`src/rtl/hcs_pkg.sv`:
```
// Shared constants and types for the home conflict sequencer.
package hcs_pkg;
    localparam int unsigned NODE_CNT = 4;
    localparam int unsigned ID_W     = $clog2(NODE_CNT);
    localparam int unsigned MAX_EMIT = 3;
    localparam int unsigned EMIT_W   = $clog2(MAX_EMIT + 1);

    typedef enum logic [1:0] {
        K_ACK  = 2'd0,
        K_DATA = 2'd1,
        K_XFR  = 2'd2,
        K_WAIT = 2'd3
    } msg_kind_e;

    typedef struct packed {
        msg_kind_e       kind;
        logic [ID_W-1:0] dst;
        logic [ID_W-1:0] peer;
    } out_msg_t;
endpackage

```
`src/rtl/hcs_episode.sv`:
```
// Conflict bookkeeping for one line.
// Takes one second-phase message per cycle and returns up to MAX_EMIT
// orders in the order they must be sent.
// Assumes each node reports at most once per conflict, and that the
// caller only accepts a message when MAX_EMIT buffer slots are free.
module hcs_episode
    import hcs_pkg::*;
(
    input  logic                          clk,
    input  logic                          rst_n,
    input  logic                          acc,
    input  logic                          is_cncl,
    input  logic [ID_W-1:0]               src,
    input  logic [NODE_CNT-1:0]           lst,
    output out_msg_t [MAX_EMIT-1:0]       emit,
    output logic [EMIT_W-1:0]             emit_cnt
);
    localparam int unsigned CNT_W = $clog2(NODE_CNT + 1);

    logic [NODE_CNT-1:0]            members, reported;
    logic                           wvalid;
    logic [ID_W-1:0]                wid;
    logic [NODE_CNT-1:0][ID_W-1:0]  q;
    logic [CNT_W-1:0]               qcnt;

    logic [NODE_CNT-1:0]            mem_n, rep_n;
    logic                           wv_n;
    logic [ID_W-1:0]                wid_n;
    logic [NODE_CNT-1:0][ID_W-1:0]  q_n;
    logic [CNT_W-1:0]               qc_n;

    function automatic out_msg_t mk(msg_kind_e k, logic [ID_W-1:0] d, logic [ID_W-1:0] p);
        out_msg_t m;
        m.kind = k;
        m.dst  = d;
        m.peer = p;
        return m;
    endfunction

    // Decide the orders for the accepted message and the next conflict state.
    always_comb begin
        logic [NODE_CNT-1:0] sbit, lm;
        logic [CNT_W-1:0]    qm1;
        logic [ID_W-1:0]     pred;
        logic [EMIT_W-1:0]   ec;
        mem_n = members;
        rep_n = reported;
        wv_n  = wvalid;
        wid_n = wid;
        q_n   = q;
        qc_n  = qcnt;
        emit  = '0;
        ec    = '0;
        sbit  = NODE_CNT'(1) << src;
        lm    = lst & ~sbit;
        qm1   = qcnt - 1'b1;
        pred  = q[qm1[ID_W-1:0]];
        if (acc) begin
            if (lm == '0 && !members[src]) begin
                emit[0] = mk(is_cncl ? K_ACK : K_DATA, src, '0);
                ec      = EMIT_W'(1);
            end else begin
                mem_n = members | lm | sbit;
                rep_n = reported | sbit;
                if (is_cncl && !wvalid) begin
                    wv_n  = 1'b1;
                    wid_n = src;
                    if (qcnt != '0) begin
                        emit[0] = mk(K_XFR, src, q[0]);
                        emit[1] = mk(K_WAIT, q[0], src);
                        ec      = EMIT_W'(2);
                    end
                end else begin
                    if (qcnt != '0) begin
                        emit[0] = mk(K_XFR, pred, src);
                        emit[1] = mk(K_WAIT, src, pred);
                        ec      = EMIT_W'(2);
                    end else if (wvalid) begin
                        emit[0] = mk(K_XFR, wid, src);
                        emit[1] = mk(K_WAIT, src, wid);
                        ec      = EMIT_W'(2);
                    end
                    if (qcnt < CNT_W'(NODE_CNT)) begin
                        q_n[qcnt[ID_W-1:0]] = src;
                    end
                    qc_n = qcnt + 1'b1;
                end
                if (rep_n == mem_n) begin
                    if (!wv_n) begin
                        emit[ec[1:0]] = mk(K_DATA, q_n[0], '0);
                        ec            = ec + 1'b1;
                    end
                    mem_n = '0;
                    rep_n = '0;
                    wv_n  = 1'b0;
                    qc_n  = '0;
                end
            end
        end
        emit_cnt = ec;
    end

    // Register the conflict state.
    always_ff @(posedge clk) begin
        if (!rst_n) begin
            members  <= '0;
            reported <= '0;
            wvalid   <= 1'b0;
            wid      <= '0;
            q        <= '0;
            qcnt     <= '0;
        end else begin
            members  <= mem_n;
            reported <= rep_n;
            wvalid   <= wv_n;
            wid      <= wid_n;
            q        <= q_n;
            qcnt     <= qc_n;
        end
    end


    // reported_subset_chk
    reported_subset_chk: assert property (@(posedge clk) disable iff (!rst_n)
        (reported & ~members) == '0);


    // winner_member_chk
    winner_member_chk: assert property (@(posedge clk) disable iff (!rst_n)
        wvalid |-> members[wid]);


    // loser_bound_chk
    loser_bound_chk: assert property (@(posedge clk) disable iff (!rst_n)
        qcnt <= CNT_W'(NODE_CNT - 1));


    // open_has_report_chk
    open_has_report_chk: assert property (@(posedge clk) disable iff (!rst_n)
        (members != '0) |-> (reported != '0));
endmodule

```
`src/rtl/hcs_out_fifo.sv`:
```
// In-order buffer for outgoing orders.
// Accepts up to MAX_EMIT entries per cycle and releases one per cycle.
// Assumes DEPTH is a power of two and the writer never pushes more
// entries than free_cnt allows.
module hcs_out_fifo
    import hcs_pkg::*;
#(
    parameter int unsigned DEPTH = 8
) (
    input  logic                     clk,
    input  logic                     rst_n,
    input  out_msg_t [MAX_EMIT-1:0]  push_msg,
    input  logic [EMIT_W-1:0]        push_cnt,
    input  logic                     pop,
    output out_msg_t                 head,
    output logic                     head_valid,
    output logic [$clog2(DEPTH+1)-1:0] free_cnt
);
    localparam int unsigned PTR_W = $clog2(DEPTH);
    localparam int unsigned CNT_W = $clog2(DEPTH + 1);

    out_msg_t          store [DEPTH];
    logic [PTR_W-1:0]  wptr, rptr;
    logic [CNT_W-1:0]  count;

    // Write the pushed entries into consecutive slots.
    always_ff @(posedge clk) begin
        for (int k = 0; k < int'(MAX_EMIT); k++) begin
            if (rst_n && EMIT_W'(k) < push_cnt) begin
                store[wptr + PTR_W'(k)] <= push_msg[k];
            end
        end
    end

    // Advance the pointers and the occupancy.
    always_ff @(posedge clk) begin
        if (!rst_n) begin
            wptr  <= '0;
            rptr  <= '0;
            count <= '0;
        end else begin
            wptr  <= wptr + PTR_W'(push_cnt);
            rptr  <= rptr + PTR_W'(pop);
            count <= count + CNT_W'(push_cnt) - CNT_W'(pop);
        end
    end

    assign head       = store[rptr];
    assign head_valid = (count != '0);
    assign free_cnt   = CNT_W'(DEPTH) - count;


    // no_overflow_chk
    no_overflow_chk: assert property (@(posedge clk) disable iff (!rst_n)
        CNT_W'(push_cnt) <= free_cnt);


    // pop_nonempty_chk
    pop_nonempty_chk: assert property (@(posedge clk) disable iff (!rst_n)
        pop |-> head_valid);
endmodule

```
`src/rtl/hcs_mem_fetch.sv`:
```
// Single-word fetch buffer in front of a fixed-latency memory port.
// Starts a read on a speculative trigger or when a DATA order is waiting.
// Assumes the memory returns exactly one word per request.
module hcs_mem_fetch #(
    parameter int unsigned DATA_W = 32
) (
    input  logic              clk,
    input  logic              rst_n,
    input  logic              spec_req,
    input  logic              need,
    input  logic              consume,
    output logic              mem_rd_req,
    input  logic              mem_rd_valid,
    input  logic [DATA_W-1:0] mem_rd_data,
    output logic              buf_valid,
    output logic [DATA_W-1:0] buf_data
);
    logic pending;
    logic issue;

    assign issue = (spec_req || need) && !pending && !buf_valid;

    // Track the outstanding request and the held word.
    always_ff @(posedge clk) begin
        if (!rst_n) begin
            mem_rd_req <= 1'b0;
            pending    <= 1'b0;
            buf_valid  <= 1'b0;
            buf_data   <= '0;
        end else begin
            mem_rd_req <= issue;
            if (issue) begin
                pending <= 1'b1;
            end else if (mem_rd_valid) begin
                pending <= 1'b0;
            end
            if (mem_rd_valid) begin
                buf_valid <= 1'b1;
                buf_data  <= mem_rd_data;
            end else if (consume) begin
                buf_valid <= 1'b0;
            end
        end
    end


    // one_fetch_chk
    one_fetch_chk: assert property (@(posedge clk) disable iff (!rst_n)
        mem_rd_req |=> !mem_rd_req);


    // consume_held_chk
    consume_held_chk: assert property (@(posedge clk) disable iff (!rst_n)
        consume |-> buf_valid);
endmodule

```
`src/rtl/home_conflict_sequencer.sv`:
```
// Home-side sequencer for one line in a four-node source-snoop fabric.
// Answers conflict-free READ/CNCL directly, chains conflicted parties
// into a forwarding order, and serialises orders over valid/ready.
// Assumes the memory port answers each request once, after fixed latency.
module home_conflict_sequencer
    import hcs_pkg::*;
#(
    parameter int unsigned DATA_W    = 32,
    parameter int unsigned OUT_DEPTH = 8
) (
    input  logic                 clk,
    input  logic                 rst_n,
    input  logic                 req_seen,
    input  logic                 msg_valid,
    output logic                 msg_ready,
    input  logic                 msg_is_cncl,
    input  logic [ID_W-1:0]      msg_src,
    input  logic [NODE_CNT-1:0]  msg_conflicts,
    output logic                 mem_rd_req,
    input  logic                 mem_rd_valid,
    input  logic [DATA_W-1:0]    mem_rd_data,
    output logic                 out_valid,
    input  logic                 out_ready,
    output logic [1:0]           out_kind,
    output logic [ID_W-1:0]      out_dst,
    output logic [ID_W-1:0]      out_peer,
    output logic [DATA_W-1:0]    out_data
);
    localparam int unsigned FCNT_W = $clog2(OUT_DEPTH + 1);

    out_msg_t [MAX_EMIT-1:0] emit;
    logic [EMIT_W-1:0]       emit_cnt;
    out_msg_t                head;
    logic                    head_valid;
    logic [FCNT_W-1:0]       free_cnt;
    logic                    acc, pop, head_is_data, need, buf_valid;
    logic [DATA_W-1:0]       buf_data;

    assign msg_ready    = free_cnt >= FCNT_W'(MAX_EMIT);
    assign acc          = msg_valid && msg_ready;
    assign head_is_data = head.kind == K_DATA;
    assign need         = head_valid && head_is_data && !buf_valid;
    assign out_valid    = head_valid && (!head_is_data || buf_valid);
    assign pop          = out_valid && out_ready;
    assign out_kind     = head.kind;
    assign out_dst      = head.dst;
    assign out_peer     = head.peer;
    assign out_data     = head_is_data ? buf_data : '0;

    hcs_episode u_episode (
        .clk      (clk),
        .rst_n    (rst_n),
        .acc      (acc),
        .is_cncl  (msg_is_cncl),
        .src      (msg_src),
        .lst      (msg_conflicts),
        .emit     (emit),
        .emit_cnt (emit_cnt)
    );

    hcs_out_fifo #(.DEPTH(OUT_DEPTH)) u_fifo (
        .clk        (clk),
        .rst_n      (rst_n),
        .push_msg   (emit),
        .push_cnt   (emit_cnt),
        .pop        (pop),
        .head       (head),
        .head_valid (head_valid),
        .free_cnt   (free_cnt)
    );

    hcs_mem_fetch #(.DATA_W(DATA_W)) u_fetch (
        .clk          (clk),
        .rst_n        (rst_n),
        .spec_req     (req_seen),
        .need         (need),
        .consume      (pop && head_is_data),
        .mem_rd_req   (mem_rd_req),
        .mem_rd_valid (mem_rd_valid),
        .mem_rd_data  (mem_rd_data),
        .buf_valid    (buf_valid),
        .buf_data     (buf_data)
    );


    // out_hold_chk
    out_hold_chk: assert property (@(posedge clk) disable iff (!rst_n)
        (out_valid && !out_ready) |=> (out_valid && $stable(out_kind)
            && $stable(out_dst) && $stable(out_peer) && $stable(out_data)));


    // data_word_chk
    data_word_chk: assert property (@(posedge clk) disable iff (!rst_n)
        (out_valid && out_kind == 2'd1) |-> buf_valid);
endmodule

```
`config.mk`:
```
export PLATFORM = sky130hd
export DESIGN_NAME = home_conflict_sequencer
export DESIGN_NICKNAME = d
export VERILOG_FILES = /design/src/rtl/hcs_pkg.sv /design/src/rtl/hcs_episode.sv /design/src/rtl/hcs_out_fifo.sv /design/src/rtl/hcs_mem_fetch.sv /design/src/rtl/home_conflict_sequencer.sv
export SDC_FILE = /design/constraint.sdc
export NUM_CORES = 1
export LEC_CHECK = 0
export BUFFER_PORTS_ARGS = -buffer_cell sky130_fd_sc_hd__buf_4
export CAP_MARGIN = 30
export CORE_UTILIZATION = 35
export DETAILED_ROUTE_END_ITERATION = 6
export MAX_ROUTING_LAYER = met4
export SETUP_SLACK_MARGIN = 0.05
export SYNTH_ARGS = -nofsm -noshare
export SYNTH_HDL_FRONTEND = slang
export SYNTH_SLANG_ARGS = --single-unit
```
`constraint.sdc`:
```
create_clock -name clk -period 3.7 [get_ports clk]
set_input_delay 0.185 -clock clk [delete_from_list [all_inputs] [get_ports clk]]
set_output_delay 0.185 -clock clk [all_outputs]
set_load 0.01 [all_outputs]
```
Word-level counts from Yosys, hierarchy flattened
Memory sizes are Yosys's and may differ from the RTL's. A register that Yosys moved wholly into a read port is not among the register bits.
Index checks and enable logic that the tools add are counted.
Word-level totals
  register bits after elaboration: 67
  memory bits (writable): 48
  bits of input ports: 45
  output and inout port bits: 41
  memories kept: 1
Cells by class
  add/sub/neg operators: 10
  $lt $le $gt $ge: 11
  equal/unequal tests: 5
  shifts and indexed selects: 1
  multiplexer cells: 56
  bitwise operators: 6
  reductions and logical operators: 31
Memories
  u_fifo.store: depth 8, bits a word 6, read ports 1, clocked after memory_dff 1, write ports 3, line hcs_out_fifo.sv:22  | out_msg_t store [DEPTH];
Operator list (count)
  $mux W12: 7
  $mux W18: 3
  $mux W32: 1
  $mux W8: 4
  $mux W2: 12
  $bwmux W18: 1
  $mux W1: 16
  $logic_and A1 B1 Y1: 15
  $demux W6 S2: 1
  $lt A2 B3 Y1 const B: 4
  $mux W6: 2
  $or A4 B4 Y4: 3
  $mux W3: 3
  $bwmux W8: 1
  $mux W4: 2
  $add A3 B1 Y3 const B: 2
  $reduce_and A3 Y1: 2
  $logic_not A1 Y1: 5
  $add A4 B2 Y4: 1
  $and A4 B4 Y4: 1
  $bmux W2 S2: 1
  $demux W2 S2: 1
  $eq A4 B4 Y1: 1
  $ge A2 B1 Y1 const B: 2
  26 further kinds: 29

Depth between registers and ports, before layout
Gate-level depths: netlist of run 1.
  word-level depth: 16
  depth in mapped cells: 14
  depth with buffers taken out: 12

Hierarchy
From an unflattened synthesis of run 1, not the netlist that was laid out.
Second synthesis, totals
  cell total of the unflattened synthesis: 746
  area, all modules: 6976.7 um^2
Modules (own cells, without submodules)
  hcs_out_fifo: instances 1, cells each 401, area each 3806.2 um^2, seq. area each 1641.6 um^2
  hcs_episode: instances 1, cells each 188, area each 1622.8 um^2, seq. area each 440.4 um^2
  hcs_mem_fetch: instances 1, cells each 113, area each 1268.7 um^2, seq. area each 700.7 um^2
  home_conflict_sequencer: instances 1, cells each 44, area each 279.0 um^2, seq. area each 0.0 um^2

Worst setup path after synthesis of run 1
OpenSTA, ideal clock, no wires.
  path kind: reg2reg
  start: reg u_fifo.rptr[0] (netlist name)
  end: reg u_fifo.count[2]
  arrival: 2993 ps
  required time: 3585 ps
  path slack: 592 ps
  stages on the path, launching flop included: 14
  path buffers: 1
  cell sequence: dfxtp_1 -> buf_2 -> mux4_2 -> nand3b_1 -> o21ai_1 -> nor2b_1 -> nor2_1 -> ha_1 -> inv_1 -> ha_1 -> inv_1 -> fa_1 -> xnor2_1 -> and2_1
RTL lines
  to (signal assigned): line hcs_out_fifo.sv:44  | count <= count + CNT_W'(push_cnt) - CNT_W'(pop);
  to (decl): line hcs_out_fifo.sv:24  | logic [CNT_W-1:0] count;

==> results of run 1 <==
==> worst register-to-register path, stage by stage, from the launching register on <==
cell and delay (ps):
dfxtp_1 600, mux4_2 570, nand2b_1 170, o21ai_2 170, nor2b_1 200, nor2_1 120, ha_1 290, inv_1 60
ha_1 160, inv_1 60, fa_1 380, xnor2_1 140, and2_1 160
==> worst paths after layout <==
| kind | from | endpoint | slack [ps] | cells past startpoint |
|---|---|---|---|---|
| hold reg to reg | u_fetch.pending | u_fetch.mem_rd_req | 440 | 1 |
| hold / removal | mem_rd_data[0] | u_fetch.buf_data[0] | 30 | 3 |
| setup reg to reg | u_fifo.rptr[0] | u_fifo.count[2] | 510 | 12 |
| setup / recovery | u_fifo.rptr[0] | u_fifo.count[2] | 510 | 12 |
==> cell usage after synthesis, types with 3 or more instances <==
cell type,number
a21oi_1,14
a31oi_1,3
and2_1,43
buf_2,4
clkbuf_1,24
dfxtp_1,67
edfxtp_1,48
ha_1,14
inv_1,17
mux2_2,8
mux2i_1,80
mux4_2,14
nand2_1,36
nand2b_1,6
nand3_1,11
nand4_1,4
nor2_1,63
nor2b_1,52
nor3_1,4
nor3_2,4
nor3_4,3
nor4_4,7
o21ai_0,9
o21ai_1,9
o21bai_1,4
o22a_1,3
xnor2_1,3
xor2_1,4
==> where the power goes <==
| part | internal (mW) | total [mW] | switching (mW) |
|---|---|---|---|
| logic | 0.554 | 1.21 | 0.656 |
| registers | 1.44 | 1.53 | 0.0932 |
| clock network | 0.962 | 1.51 | 0.548 |
==> registers in the layout, summed over array words and instances, names as in the netlist <==
| name | count |
|---|---|
| u_episode.wvalid | 1 |
| u_fifo.count | 4 |
| u_fifo.store | 48 |
| u_fetch.buf_valid | 1 |
| u_episode.members | 4 |
| u_episode.wid | 2 |
| u_fetch.buf_data | 32 |
| u_fetch.pending | 1 |
| u_fetch.mem_rd_req | 1 |
| u_episode.reported | 4 |
| u_fifo.wptr | 3 |
| u_fifo.rptr | 3 |
| u_episode.qcnt | 3 |
| u_episode.q | 8 |
==> metal layers <==
layer,GRT usage [%],vias to the layer above,share of wire [%]
met3,3.593,22,3.4
met5,-,-,0
met4,7.346,0,1.8
met2,29.98,111,51
met1,21.41,2335,44
li1,-,2273,-
==> cell families (layout without fill, tap and decap cells) <==
logic type | after synthesis | in the layout | synth area share (%)
and+or+nand+nor | 246 | 246 | 22.87
DFF | 115 | 115 | 43.92
muxes | 103 | 103 | 19.21
AOI/OAI and AO/OA | 60 | 60 | 6.418
buffers and inverters | 49 | 149 | 3.219
adders and majority gates | 16 | 16 | 3.397
xor gates and xnor gates | 7 | 7 | 0.9676
==> area by class of cell <==
type                    count  area, sq um  share of cell area (%)
inverters                  17        63.81                  0.8202
multi-input cells         432         3353                   43.10
clock inverters             4        20.02                  0.2573
well taps                 225        281.5                   3.619
clock buffers              28        528.0                   6.787
flip-flops and latches    115         2783                   35.77
repair buffers            100        750.7                   9.649
==> metrics by stage <==
stage	cell area [sq um]	util [%]	cells	setup WS, ps	hold slack [ps]
after floorplan	6336	-	596	592.3	325.7
after global placement	7232	41.38	889	684.4	419.9
after detailed placement	7232	41.38	889	529.6	433.1
after CTS	7780	44.52	921	493.0	10.34
after global routing	7780	44.52	921	281.2	28.81
final	7780	44.52	921	512.4	29.47
==> results summary, run 1 <==
The flow ran to the end, and the final reports show no timing, DRC or antenna violations. The library cell used most frequently in the layout, excluding fill and tap cells, is buf_4. Setup repair after global routing left no endpoint under its margin. The layout filler cell count came out at 1618. The count of cell types in the netlist came out at 55. The count of max-cap constraint violations is 0. Broken down by cell family, the worst path's largest delay share belongs to adder cells. The number of diodes came out at 0. The total count of hold-check failures in the final report is 0. Counting every instance in the synthesized netlist gives 596.

In this run the remaining antenna-violating nets after routing total 0. STA classifies the critical path startpoint as a register. The number of buffers added on ports came out at 85.

In this run the worst hold path is classified as in -> reg. The power density over cell area came out at 546.6 nW/um^2. The mean instance size in the synthesized netlist is 10.63 sq um. In the post-synthesis netlist, the biggest area contributors are edfxtp_1 (23%), dfxtp_1 (21%), mux2i_1 (13%).

The detailed-route wire length came out at 15.63 mm. The fraction of layout cells with a size suffix above 1 is 24.28%. After floorplanning, the core was divided into 48 placement rows.

The final setup TNS is 0 ps. For this run the aggregate overflow at the end of global routing stands at 0. The post-synthesis cell area is 6336 sq um. The core outline area is 17480 sq um. The count of buffering cells on the critical path with inverters included is 2. The share of the cycle needed by the critical path after routing came out at 86.15%. Clock latency on the worst-skew pair, taken at its later pin, is 410 ps.

The placer's final routability congestion estimate came out at 0.8261. The total of endpoints with negative setup slack in the final report is 0. STA classifies the critical path endpoint as a register. The setup path with the least slack is of type reg -> reg.

The detailed-router iteration count before antenna repair came out at 4. From synthesis to final layout, the design area changed by 22.79%. The longest clock path from root to sink contains 2 buffers. The post-detailed-placement half-perimeter wirelength came out at 11.40 mm. The initial antenna violation count came out at 0. Clock-pin slew was measured on the worst setup and hold paths at 50 ps. The required time reported for the critical path endpoint is 4000 ps. The first global-routing pass estimated 24.74 mm of wire. For the pin with the worst max-slew slack, the measured transition is 894.8 ps.

The endpoint arrival time on the critical path came out at 3490 ps. The number of pins with negative max-slew slack in the final report came out at 0. The I/O pin count is 86.

The synthesized design contains 48 enable-type register cells. Dividing the detail-routed wire length by the instance count gives 16.97 um. The tree is rooted in a clkbuf_16.

For this run, the top clock speed supported by timing is 313.7 MHz. In this run, the number of DRC markers left after iteration 0 of detailed routing was 291. The final setup skew came out at 7.346 ps. The layout net count is 744.

In the layout the commonest cells are buf_4 (100), mux2i_1 (80), dfxtp_1 (67). The die outline width is 136.5 um. After synthesis the netlist holds a flip-flop and latch count of 115.

The H-tree depth is 4. From bottom edge to top edge, the die measures 136.5 um. The total CTS buffers is 17. For this run, asynchronously set or reset flops after synthesis account for 0%.

The count of instances resized after the clock tree is built came out at 0. For this block, the via count after detailed routing is 4741. The synthesized design spends more area on one cell type than any other, namely edfxtp_1. The static leakage power is 3.272 nW. The largest net degree at the start of global routing came out at 60. The number of hold buffers added after CTS is 0. The net count after synthesis came out at 657.

The initial core utilization came out at 36.25%. The maximum ir drop on the vdd rail came out at 0.3508 mV. The slowest stage of the critical path is the dfxtp_1 cell.

The proportion of netlist area held by the largest area contributor is 22.75%. The clock tree from TritonCTS is yes. The post-route total power is 4.252 mW. The area of the die is 18640 sq um. The peak per-stage delay on the critical path is 600 ps.

The total routing usage reported by global routing is 18.07%. Using the TritonRoute via totals, the vias-per-cell ratio works out to 5.148. In this run the tightest slew margin relative to its limit is 40.22%.

Of all nets on the critical path, the largest fanout is 8. The post-detailed-route DRC marker count came out at 0. The critical path goes through mux4_2 -> nand2b_1 -> o21ai_2 -> nor2b_1 -> nor2_1 -> ha_1 -> inv_1 -> ha_1 -> inv_1 -> fa_1 -> xnor2_1 -> and2_1. The number of global-route vias before repair is 4690. For this run, the number of Yosys warnings is 0. The minimum clock period after layout is 3188 ps. In the synthesized netlist the dominant register cell turns out to be dfxtp_1. The buffer count from post-CTS setup fixing is 0. The sequential cell area fraction in the yosys report is 43.92%. For this design, the sink count on the clock tree is 115.
Note: power is estimated with default switching activity, not from simulation.
==> run 2: changes to the inputs <==
--- a/config.mk
+++ b/config.mk
@@ -10,6 +10,7 @@
 export CORE_UTILIZATION = 35
 export DETAILED_ROUTE_END_ITERATION = 6
 export MAX_ROUTING_LAYER = met4
+export RECOVER_POWER = 50
 export SETUP_SLACK_MARGIN = 0.05
 export SYNTH_ARGS = -nofsm -noshare
 export SYNTH_HDL_FRONTEND = slang
==> run 2 against run 1 <==
  * Routed wire length up 0.61%
  * Worst setup slack got worse by 150 ps
  * Hold slack got worse by 5.8 ps
  * Clock power hardly changed
  * Sequential power about the same
  * Critical path type unchanged
  * Register-to-register slack lost 150 ps
  * The run now ends with max-capacitance violations, max-slew violations left
==> results summary, run 2 (synthesis results as in run 1) <==
The fraction of layout cells with a size suffix above 1 is 21.98% (-2.3 points). The I/O pin count came out at 86 (unchanged). The count of instances resized after the clock tree is built was 0 (unchanged).

The post-detailed-placement half-perimeter wirelength is 11.40 mm (unchanged). Among the stages of the critical path, the cell type that occurs most often is or3_1. The static leakage power came to 3.211 nW (-1.9%).

The clock slew seen by the registers of the worst setup and hold paths was 50 ps (about the same). The number of hold buffers added after CTS came out at 0 (unchanged). The row count is 48 (unchanged). By startpoint and endpoint, the worst setup path is classified as reg -> reg.

Ranked by flip-flop count, first place goes to u_fifo.store. The final setup skew is 7.308 ps (-0.03739 ps). The area of the die is 18640 sq um (unchanged). The number of pins with negative max-slew slack in the final report came to 35 (+35). The initial antenna violation count came out at 0 (unchanged). The average via count per standard cell came out at 5.160 (+0.23%). The number of flip-flops in the largest register is 48 (unchanged). The post-detailed-route DRC marker count is 0 (unchanged). The total count of hold-check failures in the final report came out at 0 (unchanged).

The final-layout worst hold slack is 23.68 ps (-5.790 ps). The maximum ir drop on the vdd rail came out at 0.3555 mV (+1.3%). The buffer count from post-CTS setup fixing came out at 0 (unchanged). The number of diodes came out at 0 (unchanged). STA classifies the critical path endpoint as a register. The power density over cell area is 547.4 nW/um^2 (+0.16%). The total routing usage reported by global routing came to 18.07% (unchanged). The number of global-route vias before repair is 4690 (unchanged).

The most common cell after layout, fill and taps aside is buf_4. The tree is rooted in a clkbuf_16. The share of the cycle needed by the critical path after routing is 90.25% (+4.1 points).

The total of endpoints with negative setup slack in the final report came out at 0 (unchanged). In the final layout, the registers with the most flip-flops are u_fifo.store x48, u_fetch.buf_data x32, u_episode.q x8. Setup repair after global routing left no endpoint under its margin.

The core outline area is 17480 sq um (unchanged). The initial core utilization is 36.25% (unchanged). The count of max-cap constraint violations is 1 (+1). The library cells used most frequently in the layout, excluding fill and tap cells, are buf_4 (88), mux2i_1 (80), dfxtp_1 (67). The number of buffers added on ports came out at 85 (unchanged).

TritonCTS built the clock tree. The total congestion overflow after global routing is 0 (unchanged). The peak per-stage delay on the critical path is 940 ps (+340 ps). The placer's final routability congestion estimate is 0.8261 (unchanged). The count of vias placed by the detailed router is 4752 (+0.23%). The relative slew slack came out at -54.89% (-95 points).

The maximum achievable frequency came to 299.5 MHz (-4.5%). The checks that failed: max-capacitance violations, max-slew violations. The wire length of the first global-routing pass is 24.74 mm (unchanged). From synthesis to final layout, the design area changed by 21.48%. The wire length per cell after detailed routing is 17.07 um (+0.61%). The number of cells in the finished layout apart from fillers is 921 (unchanged). The standard cell with the maximum stage delay on the critical path is nor4_1. In this run the worst hold path is classified as in -> reg. The detailed-router iteration count before antenna repair came out at 6 (+2).

The number of sinks on the clock net came out at 115 (unchanged). The number of instances in the placed design is 889 (unchanged). The detailed-route wire length is 15.72 mm (+0.61%). STA classifies the critical path startpoint as a register. Traced cell by cell, the critical path runs through or3_1 -> nand3_1 -> o2111ai_4 -> or3_1 -> nor4_1 -> nor2_1 -> o21ai_0 -> buf_4. The final setup TNS was 0 ps (unchanged). The required time reported for the critical path endpoint came out at 3830 ps (-170 ps). The actual slew at the worst max-slew pin came out at 2323 ps (+1429 ps). The layout net count was 744 (unchanged). The number of violations reported at the end of detailed-routing iteration 0 came out at 281 (-3.4%). The die outline width is 136.5 um (unchanged). The flow ran to the end, but the final reports show violations. The maximum fanout count along the critical path was 12 (+4). The remaining antenna violation count after routing is 0 (unchanged).

The total CTS buffers is 17 (unchanged). The die extent in y is 136.5 um (unchanged). The minimum clock period after layout is 3339 ps (+151.5 ps). The largest net degree at the start of global routing is 60 (unchanged).

The endpoint arrival time on the critical path is 3470 ps (-20 ps). The H-tree depth was 4 (unchanged). The maximum clock path buffer count came out at 2 (unchanged). The insertion delay of the later-clocked pin in the worst-skew pair came out at 420 ps (about the same).
-- run 2: cell types whose count changed in the layout (fill, tap and decap cells not counted), sizes merged --
cell / delta
buf: -12
clkbuf: +12
-- run 2: critical path, delay by kind of cell, from the launching register on --
family	cells	cell delay (ps)
and+or+nand+nor	5	2260
AOI/OAI and AO/OA	2	280
DFF	1	320
buffers and inverters	1	170
-- run 2: through the flow --
stage	utilization (%)	power [mW]	setup slack, ps	cell area [sq um]
CTS	44.52	4.290	493.0	7780
floorplan	-	2.349	592.3	6336
global route	44.04	4.422	163.9	7697
detailed placement	41.38	2.773	529.6	7232
finish	44.04	4.214	360.9	7697
global placement	41.38	2.733	684.4	7232
-- run 2: layout make-up --
cell class | instances | area (sq um)
Timing Repair Buffer | 100 | 705.7
Fill cell | 1635 | 9779
Multi-Input combinational cell | 432 | 3316
Tap cell | 225 | 281.5
Clock buffer | 28 | 528.0
Sequential cell | 115 | 2783
Inverter | 17 | 63.81
Clock inverter | 4 | 20.02
-- run 2: power breakdown --
| group | switching, mW | total, mW | internal, mW |
|---|---|---|---|
| Combinational | 0.652 | 1.17 | 0.516 |
| Clock | 0.553 | 1.51 | 0.961 |
| Sequential | 0.0925 | 1.53 | 1.44 |
| Total | 1.30 | 4.21 | 2.92 |
-- run 2: worst paths after layout --
path,startpoint,endpoint,depth (start not counted),slack (ps)
setup / recovery,u_episode.members[3],u_fifo.store[2][3],8,360
hold / removal,mem_rd_data[11],u_fetch.buf_data[11],3,20
hold reg to reg,u_fetch.pending,u_fetch.mem_rd_req,1,440
setup reg to reg,u_episode.members[3],u_fifo.store[2][3],8,360
-- run 2: layer usage --
layer	share of wire, %	track usage, %	vias to the layer above	routed length (um)
li1	-	-	2276	-
met4	1.6	7.346	0	246
met2	51	29.98	126	8007
met5	0	-	-	0
met1	44	21.41	2330	6871
met3	3.8	3.593	20	598
==> run 3: changes to the inputs <==
--- a/config.mk
+++ b/config.mk
@@ -14,4 +14,5 @@
 export SETUP_SLACK_MARGIN = 0.05
 export SYNTH_ARGS = -nofsm -noshare
 export SYNTH_HDL_FRONTEND = slang
+export SYNTH_HIERARCHICAL = 1
 export SYNTH_SLANG_ARGS = --single-unit
==> run 3 against run 2 <==
  * The flow still finishes with violations (max-capacitance violations, max-slew violations)
  * Final area up 8.3%
  * Power grew 15%
  * Via count up 17%
  * Combinational power grew 36%
  * Hold slack lost 15 ps
  * Flip-flop and latch count is the same
  * Clock skew hardly changed
  * Sequential share of layout area fell by 2.8 points
  * Count of clock-buffer cells in the layout down 10
  * Critical endpoint is now u_fifo/count[2]
  * Largest cell class unchanged
==> results summary, run 3 <==
The prevailing post-synth register cell is dfxtp_1. The share of the cycle needed by the critical path after routing came out at 87.24% (-3.0 points). The total routing usage reported by global routing was 19.03% (+0.96 points).

The layout net count came out at 883 (+19%). The placer's final routability congestion estimate came out at 0.8989 (+8.8%). The count of max-cap constraint violations is 1 (unchanged). The largest net degree at the start of global routing is 51 (-15%). The maximum fanout count along the critical path came out at 10 (-2). The number of sinks on the clock net is 115 (unchanged). The flip-flop and latch area came out at 2783 sq um (unchanged). The final setup TNS is 0 ps (unchanged). The total count of hold-check failures in the final report came out at 0 (unchanged). The row count was 51 (+6.3%). The count of vias placed by the detailed router came out at 5569 (+17%).

The die outline width came to 143.2 um (+4.9%). The run finished, with violations left. The post-synthesis cell area was 6977 sq um (+10%). The standard cell with the maximum stage delay on the critical path is mux4_1.

The required time reported for the critical path endpoint is 4000 ps (+170 ps). The maximum achievable frequency came to 309.8 MHz (+3.4%). The clock slew seen by the registers of the worst setup and hold paths is 60 ps (about the same). The detailed-route wire length was 18.21 mm (+16%). The number of violations reported at the end of detailed-routing iteration 0 came out at 460 (+64%). The number of register bits inferred by synthesis came to 115 (unchanged). The library cells used most frequently in the layout, excluding fill and tap cells, are nor2_1 (109), nand2_1 (104), buf_4 (72). The number of pins with negative max-slew slack in the final report is 51 (+46%). The count of instances resized after the clock tree is built was 0 (unchanged).

The die extent in y came out at 143.2 um (+4.9%). The power density over cell area is 579.3 nW/um^2 (+5.8%). The buffer count from post-CTS setup fixing came to 0 (unchanged). By area the synthesized netlist is led by edfxtp_1 (21%), dfxtp_1 (19%), mux2i_1 (7.9%).

The post-synthesis async set-or-reset flop share came out at 0% (unchanged). By instance count, the leading cell after synthesis is nor2_1. STA classifies the critical path startpoint as a register. The core outline area was 19530 sq um (+12%). The total of endpoints with negative setup slack in the final report came out at 0 (unchanged).

The total congestion overflow after global routing came out at 0 (unchanged). The number of diodes was 0 (unchanged). The post-detailed-route DRC marker count is 0 (unchanged). The initial core utilization is 35.73% (-0.52 points). In this run the clock root is driven by a clkbuf_16. By startpoint and endpoint, the worst setup path is classified as reg -> reg. The total CTS buffers came out at 17 (unchanged). The number of buffers added on ports came out at 85 (unchanged). The I/O pin count is 86 (unchanged). The number of synthesized flops with an enable pin came out at 48 (unchanged).

The final setup skew is 7.327 ps (+0.01921 ps). Leaving out fill and tap cells, the most frequent cell in the layout is nor2_1. The number of synthesis warnings came out at 6 (+6). The maximum ir drop on the vdd rail is 0.3491 mV (-1.8%).

The minimum clock period after layout is 3228 ps (-111.1 ps). The average via count per standard cell came out at 5.067 (-1.8%). The static leakage power came out at 3.465 nW (+7.9%).

The final-layout worst hold slack came to 8.218 ps (-15.46 ps). Setup repair after global routing left no endpoint under its margin. The wire length per cell after detailed routing is 16.57 um (-2.9%). The relative slew slack came to -30.68% (+24 points). Traced cell by cell, the critical path runs through buf_4 -> mux4_1 -> mux2_1 -> nand2b_1 -> o211a_1 -> ha_1 -> inv_1 -> ha_1 -> inv_1 -> fa_1 -> xnor2_1 -> and2_1. The critical path capture point type is a register. The H-tree depth came out at 4 (unchanged). The most flop-heavy register is u_fifo/store.

The number of global-route vias before repair came out at 5287 (+13%). The worst hold path belongs to the class in -> reg. The sequential cell area fraction in the yosys report is 39.89% (-4.0 points). The post-detailed-placement half-perimeter wirelength came out at 12.46 mm (+9.3%).

Relative to the synthesized area, the layout overhead comes to 19.46%. The post-synthesis cell type with the largest combined area is edfxtp_1. The area occupied by multi-input gates is 3709 sq um (+12%). The peak per-stage delay on the critical path came out at 570 ps (-370 ps). The gate count after technology mapping came out at 746 (+25%). The remaining antenna violation count after routing came out at 0 (unchanged). The final reports fail on max-capacitance violations, max-slew violations. The category of cells accounting for the largest share of critical-path delay is multiplexers. The count of cell types in the netlist is 73 (+33%). By count the netlist is led by nor2_1 (110), nand2_1 (104), dfxtp_1 (67). The number of hold buffers added after CTS is 23 (+23).

The layout filler cell count was 1983 (+21%). The mean instance size in the synthesized netlist is 9.352 sq um (-12%). The proportion of netlist area held by the largest area contributor came out at 20.66% (-2.1 points). The detailed-router iteration count before antenna repair is 7 (+1).

The number of flip-flops in the largest register is 48 (unchanged). The wire length of the first global-routing pass came out at 28.35 mm (+15%). The actual slew at the worst max-slew pin is 1960 ps (-363.2 ps). TritonCTS built the clock tree.

The count of buffering cells on the critical path with inverters included came to 3 (+2). The initial antenna violation count is 0 (unchanged). The endpoint arrival time on the critical path came to 3530 ps (+60 ps). The area of the die is 20500 sq um (+10%). The insertion delay of the later-clocked pin in the worst-skew pair came out at 420 ps (about the same). The fraction of layout cells with a size suffix above 1 was 16.07% (-5.9 points).

The maximum clock path buffer count was 2 (unchanged). The largest registers in the layout are u_fifo/store x48, u_fetch/buf_data x32, u_episode/q x8.
run 3: cell count changes in the layout (fill, tap and decap cells not counted), moves of 7 or more:
cell	delta
a21oi_1	+7
a31oi_1	+35
and2_0	+14
and2_1	-14
buf_4	-16
dlygate4sd3_1	+23
mux2i_1	-25
mux4_1	+11
mux4_2	-11
nand2_1	+68
nor2_1	+46
nor2b_1	-43
o21a_1	+7
run 3: routing by layer:
layer  part of all wire [%]  wire length [um]  vias up  global-route usage [%]
met5                      0                 0        -                       -
met4                    2.8               503        0                   8.998
met3                    5.0               919       32                   3.622
met2                     47              8636      167                   30.19
met1                     45              8150     2591                   23.29
li1                       -                 -     2779                       -
run 3: path summary, 6_finish.rpt:
kind / slack [ps] / startpoint / depth (start not counted) / end
max: 470 / u_fifo/rptr[0] / 12 / u_fifo/count[2]
min: 8 / mem_rd_data[24] / 3 / u_fetch/buf_data[24]
max reg2reg: 470 / u_fifo/rptr[0] / 12 / u_fifo/count[2]
min reg2reg: 460 / u_fetch/pending / 1 / u_fetch/mem_rd_req
run 3: tightest hold or removal path, stage by stage:
cell and delay (ps):
buf_4 80, mux2i_1 50, nor2_1 70
run 3: where the power goes:
part / internal (mW) / total, mW / switching, mW
Clock: 0.961 / 1.61 / 0.649
Sequential: 1.49 / 1.63 / 0.131
Combinational: 0.691 / 1.59 / 0.901
Total: 3.15 / 4.83 / 1.68
run 3: logic make-up after synthesis:
family,after synthesis,synth area share [%]
xor+xnor,9,1.345
other cells,1,0.05375
compound gates,112,11.60
buf+inv,83,6.528
fa+ha+maj,17,3.264
simple gates,332,22.97
mux,77,14.35
flops,115,39.89
run 3: stage by stage:
| step | cells | instance area (sq um) | worst slack [ps] | utilization (%) | total power, mW |
|---|---|---|---|---|---|
| floorplan | 748 | 6984 | 497.7 | - | 2.840 |
| global placement | 1044 | 7655 | 598.2 | 39.20 | 3.282 |
| detailed placement | 1044 | 7655 | 534.6 | 39.20 | 3.303 |
| CTS | 1099 | 8467 | 519.7 | 43.36 | 4.949 |
| global route | 1099 | 8334 | 188.9 | 42.68 | 5.116 |
| finish | 1099 | 8334 | 472.0 | 42.68 | 4.828 |
run 3: area by class of cell:
type	instances	area share (%)
Multi-Input combinational cell	550	44.50
Timing Repair Buffer	120	10.39
Clock inverter	14	1.711
Clock buffer	18	5.269
Sequential cell	115	33.39
Tap cell	265	3.978
Inverter	17	0.7657
